`config.mk`:
```
export PLATFORM = sky130hd
export DESIGN_NAME = phase_err_lut
export DESIGN_NICKNAME = d
export VERILOG_FILES = /design/src/rtl/phase_err_lut.sv
export SDC_FILE = /design/constraint.sdc
export NUM_CORES = 2
export LEC_CHECK = 0
export BUFFER_PORTS_ARGS = -buffer_cell sky130_fd_sc_hd__buf_2
export CAP_MARGIN = 20
export CELL_PAD_IN_SITES_DETAIL_PLACEMENT = 1
export CELL_PAD_IN_SITES_GLOBAL_PLACEMENT = 1
export CORE_MARGIN = 2
export CORE_UTILIZATION = 50
export DETAILED_ROUTE_END_ITERATION = 10
export PLACE_DENSITY_LB_ADDON = 0.08
export RECOVER_POWER = 25
export SLEW_MARGIN = 20
export SYNTH_ARGS = -nofsm -noshare
export SYNTH_HDL_FRONTEND = slang
export SYNTH_SLANG_ARGS = --single-unit
```
`constraint.sdc`:
```
create_clock -name clk -period 4.55 [get_ports clk]
set_input_delay 0.91 -clock clk [delete_from_list [all_inputs] [get_ports clk]]
set_output_delay 0.91 -clock clk [all_outputs]
set_load 0.05 [all_outputs]
```
`src/rtl/phase_err_lut.sv`:
```
module phase_err_lut #(
  parameter int SAMP_W = 12,
  parameter int IDX_W  = 6,
  parameter int WORD_W = 16
) (
  input  logic              clk,
  input  logic              rst_n,
  input  logic [SAMP_W-1:0] i_in,
  input  logic [SAMP_W-1:0] q_in,
  input  logic              fold_en,
  input  logic              rnd_en,
  input  logic              ones_neg,
  input  logic              wr_en,
  input  logic [2*IDX_W-$clog2(WORD_W):0] wr_addr,
  input  logic [WORD_W-1:0] wr_data,
  output logic              err_out
);
  localparam int BSEL_W  = $clog2(WORD_W);
  localparam int WADDR_W = 2*IDX_W - BSEL_W;
  localparam int DEPTH   = 1 << WADDR_W;
  localparam int K_W     = IDX_W + 1;
  localparam int FR_W    = SAMP_W - IDX_W;

  function automatic logic [K_W-1:0] shorten(input logic [SAMP_W-1:0] s,
                                             input logic fold, input logic rnd);
    logic [K_W-1:0]  k, kmax;
    logic [FR_W-1:0] fr, half;
    logic            up;
    if (fold) begin
      k    = s[SAMP_W-1 -: K_W];
      fr   = {1'b0, s[FR_W-2:0]};
      half = FR_W'(1) << (FR_W-2);
      kmax = {1'b0, {IDX_W{1'b1}}};
    end else begin
      k    = {s[SAMP_W-1], s[SAMP_W-1 -: IDX_W]};
      fr   = s[FR_W-1:0];
      half = FR_W'(1) << (FR_W-1);
      kmax = {2'b00, {(IDX_W-1){1'b1}}};
    end
    up = rnd && ((fr > half) || ((fr == half) && k[0]));
    return (up && (k != kmax)) ? k + 1'b1 : k;
  endfunction

  function automatic logic [IDX_W-1:0] to_index(input logic [K_W-1:0] k,
                                                input logic fold, input logic inv);
    logic [K_W-1:0] m;
    m = ~k + 1'b1;
    if (!fold || !k[K_W-1]) return k[IDX_W-1:0];
    if (inv)                return ~k[IDX_W-1:0];
    return m[IDX_W] ? {IDX_W{1'b1}} : m[IDX_W-1:0];
  endfunction

  logic [K_W-1:0]     ri, rq;
  logic [IDX_W-1:0]   ii, qi;
  logic [WADDR_W-1:0] word_q;
  logic [BSEL_W-1:0]  bsel_q;
  logic               flip_q;
  logic [WORD_W-1:0]  mem [DEPTH];

  assign ri = shorten(i_in, fold_en, rnd_en);
  assign rq = shorten(q_in, fold_en, rnd_en);
  assign ii = to_index(ri, fold_en, ones_neg);
  assign qi = to_index(rq, fold_en, ones_neg);

  always_ff @(posedge clk)
    if (wr_en && wr_addr[WADDR_W])
      mem[wr_addr[WADDR_W-1:0]] <= wr_data;

  always_ff @(posedge clk) begin
    if (!rst_n) begin
      word_q  <= '0;
      bsel_q  <= '0;
      flip_q  <= 1'b0;
      err_out <= 1'b0;
    end else begin
      word_q  <= {ii, qi[IDX_W-1 -: (IDX_W-BSEL_W)]};
      bsel_q  <= qi[BSEL_W-1:0];
      flip_q  <= fold_en && (ri[K_W-1] ^ rq[K_W-1]);
      err_out <= mem[word_q][bsel_q] ^ flip_q;
    end
  end

  logic [K_W-1:0] tr_i;
  assign tr_i = fold_en ? i_in[SAMP_W-1 -: K_W] : {i_in[SAMP_W-1], i_in[SAMP_W-1 -: IDX_W]};

  assert_round_step_R6: assert property (@(posedge clk) disable iff (!rst_n)
    (K_W'(ri - tr_i) <= K_W'(1)));
  assert_no_wrap_R7: assert property (@(posedge clk) disable iff (!rst_n)
    !i_in[SAMP_W-1] |-> !ri[K_W-1]);
  assert_no_flip_unfolded_R8: assert property (@(posedge clk) disable iff (!rst_n)
    !fold_en |=> !flip_q);
  assert_word_lands_R1: assert property (@(posedge clk) disable iff (!rst_n)
    (wr_en && wr_addr[WADDR_W]) |=> mem[$past(wr_addr[WADDR_W-1:0])] == $past(wr_data));
  assert_idle_after_reset_R9: assert property (@(posedge clk)
    !rst_n |=> !err_out);
endmodule

```
==> impl_metrics.json <==
{
  "status": "finished, violations left",
  "violations": "max-capacitance violations, max-slew violations",
  "worst_pin_slew_ps": 4830,
  "dpl_worst_slack_ps": -39.2,
  "min_period_over_period": 0.982,
  "io_pins": 56,
  "layout.nets": 8868,
  "peakVddDrop_uv": 375,
  "routed_wl_mm": 521,
  "instances_no_fill": 13500,
  "grt_max_degree": 131,
  "grt_pass1_vias": 89300,
  "hpwlAfterDp_mm": 329,
  "drive_gt1_frac": 0.247,
  "multi_input_area_sq_um": 34900,
  "cap_violations": 22,
  "n_fill_cell": 27500,
  "critPathKind": "register to register",
  "clock_sinks": 4110,
  "dieArea_sq_um": 328000,
  "place_inst": 12700,
  "syn-cell-area_sq_um": 162000,
  "power_density_nw_per_um2": 448,
  "fmax_mhz": 224,
  "syn_inst": 8023,
  "wire_per_inst_um": 38.7,
  "cts_root_buf": "clkbuf_16",
  "die_y_um": 573,
  "drtIter0Drc": 12000,
  "coreArea_sq_um": 321000,
  "max-slew-margin-rel": -2.22,
  "synth_flop_cell": "edfxtp_1",
  "synth_top_area_frac": 0.761,
  "ys_seq_area_frac": 0.763,
  "antenna_found_initial": 42,
  "min_path_type": "primary input to register",
  "cts_hold_buf": 0,
  "min_period_ps": 4470,
  "syn_to_final_growth_pct": 14.1,
  "port-buffer-count": 55,
  "grt_pass1_wl_mm": 722,
  "htreeDepth": 5,
  "clock_latency_ps": 1010,
  "fp-row-count": 208,
  "synth_edf_count": 4096,
  "vias_per_cell": 6.55,
  "rsz0062_at_grt": "false",
  "endpoint_kind": "register",
  "overflow": 0,
  "crit_arrival_ps": 5340,
  "synth.avg_cell_area_sq_um": 20.1,
  "start_util": 0.503,
  "synth-seq-cells": 4110,
  "fin_ws_ps": 83.7,
  "whs_ps": 308,
  "async_reset_ff_frac": 0,
  "first_pass_iters": 7,
  "p_leak_nw": 58.1,
  "cp_data_required_time_ps": 5420,
  "hold_viol_final": 0,
  "post-synth-top-area-cell": "edfxtp_1",
  "dieWidth_um": 573,
  "route.detailed.drc": 0,
  "yosysMostFrequentCell": "edfxtp_1",
  "yosysUniqueCellTypes": 91,
  "cts.path.max_buffers": 4,
  "seqCellArea_sq_um": 123000,
  "yosys_warnings": 0,
  "cp_max_fo": 25,
  "critPathLaunchType": "register",
  "skew_ps": 62.4,
  "final_core_util": 0.574,
  "ant_nets": 0,
  "gp_congestion": 0.922,
  "cts.clk_slew.worst_paths_ps": 60,
  "synth_nets": 8080,
  "synthTopCellsByArea": "edfxtp_1 76%, mux4_2 8.5%, mux2i_1 4.9%",
  "cts_tree": "built",
  "vias": 88300,
  "final-setup-viol-count": 0,
  "yosys-top-cells-count": "4096 x edfxtp_1, 795 x mux2i_1, 611 x mux4_2, 368 x nor2_1, 288 x o221ai_1",
  "grt_util_all_layers": 0.319,
  "drv_slew": 1851,
  "cts_made_buffers": 423
}
==> through the flow <==
step | cell area [sq um] | power [W] | TNS [ps]
2_1_floorplan | 162000 | 0.0463 | 0
3_3_place_gp | 171000 | 0.0496 | -1000
3_5_place_dp | 171000 | 0.0498 | -39.2
4_1_cts | 185000 | 0.0829 | 0
5_1_grt | 184000 | 0.0846 | 0
6_report | 184000 | 0.0827 | 0
==> layer usage <==
metal | global-route usage | part of all wire
met1 | 0.449 | 0.40
met5 | 0 | 0.00033
met4 | 0.127 | 0.045
met3 | 0.0720 | 0.096
met2 | 0.484 | 0.46
==> layout by cell type, fill, tap and decap left out, types with 10 or more instances in the layout <==
cell type | synthesis | layout
nor2b_1 | 22 | 20
a211oi_1 | 21 | 21
xnor2_1 | 11 | 11
nand3_1 | 68 | 63
clkbuf_1 | 166 | 102
o221ai_1 | 288 | 288
nor3_1 | 110 | 108
a31oi_1 | 33 | 33
nand4_1 | 36 | 36
inv_6 | 0 | 10
a21oi_1 | 204 | 204
mux2_2 | 27 | 27
a221oi_1 | 13 | 13
mux4_1 | 30 | 30
diode_2 | 0 | 20
inv_1 | 18 | 16
buf_2 | 104 | 39
edfxtp_1 | 4096 | 4096
clkinv_1 | 3 | 96
o22ai_1 | 217 | 217
bufinv_16 | 0 | 27
nand2b_1 | 15 | 13
mux2i_1 | 795 | 795
clkbuf_16 | 0 | 426
o21ai_0 | 112 | 111
buf_4 | 43 | 691
a311oi_1 | 10 | 10
clkinv_2 | 0 | 98
mux4_2 | 611 | 611
a2111oi_0 | 21 | 21
o211ai_1 | 19 | 19
a22oi_1 | 26 | 26
nand2_1 | 134 | 134
nor2_2 | 0 | 139
nor4_1 | 27 | 25
buf_12 | 49 | 101
clkbuf_2 | 0 | 15
and2_1 | 12 | 11
nor2_1 | 368 | 228
o31ai_1 | 13 | 13
==> logic make-up (layout without fill, tap and decap cells) <==
| logic type | Yosys count | after routing | share of synthesized area |
|---|---|---|---|
| other cells | 0 | 20 | 0 |
| buf+inv | 514 | 1651 | 0.0244 |
| compound gates | 1083 | 1083 | 0.0472 |
| xor+xnor | 13 | 13 | 0.000704 |
| fa+ha+maj | 2 | 2 | 0.000155 |
| mux | 1463 | 1463 | 0.141 |
| simple gates | 838 | 838 | 0.0237 |
| flops | 4110 | 4110 | 0.763 |
==> path summary, 6_finish.rpt <==
check,start,slack [ps],to,cells after the start
max,register,80,err_out$_SDFF_PN0_,14
min,rst_n,310,register,3
max reg2reg,register,80,err_out$_SDFF_PN0_,14
min reg2reg,flip_q$_SDFF_PN0_,870,err_out$_SDFF_PN0_,2
==> layout make-up <==
type                            instances  share of cell area
Sequential cell                      4110               0.669
Multi-Input combinational cell       3399               0.189
Clock buffer                          524              0.0600
Timing Repair Buffer                  856              0.0409
Tap cell                             4305              0.0292
Clock inverter                        250              0.0113
Inverter                               21            0.000509
Antenna cell                           20            0.000271
==> registers in the layout, indices dropped and copies added, names as in the netlist, named ones only <==
signal   count
flip_q       1
err_out      1
mem       4096
bsel_q       4
==> repair_timing <==
item                                    in CTS  in global routing
endpoints found under the setup margin       1                  1
gates resized for setup                      1                  1
setup buffers                                0                  6
pin swaps                                    0                  1
==> worst max-delay path, stage by stage (launching register included) <==
cell      delay, ps
dfxtp_4         500
buf_4           290
buf_12          230
buf_12          250
mux2i_1         150
o221ai_1        310
o22ai_1         270
a21oi_1         400
nand4_1         550
a2111o_1        570
a311o_1         280
o211ai_1        110
buf_4           150
o32ai_2          70
mux2i_1         140
==> power by group <==
part	switching [W]	leakage, nW	internal (W)
Sequential	0.000128	36.9	0.0417
Clock	0.0148	6.48	0.0188
Combinational	0.00483	14.7	0.00241
Note: power is estimated with default switching activity, not from simulation.
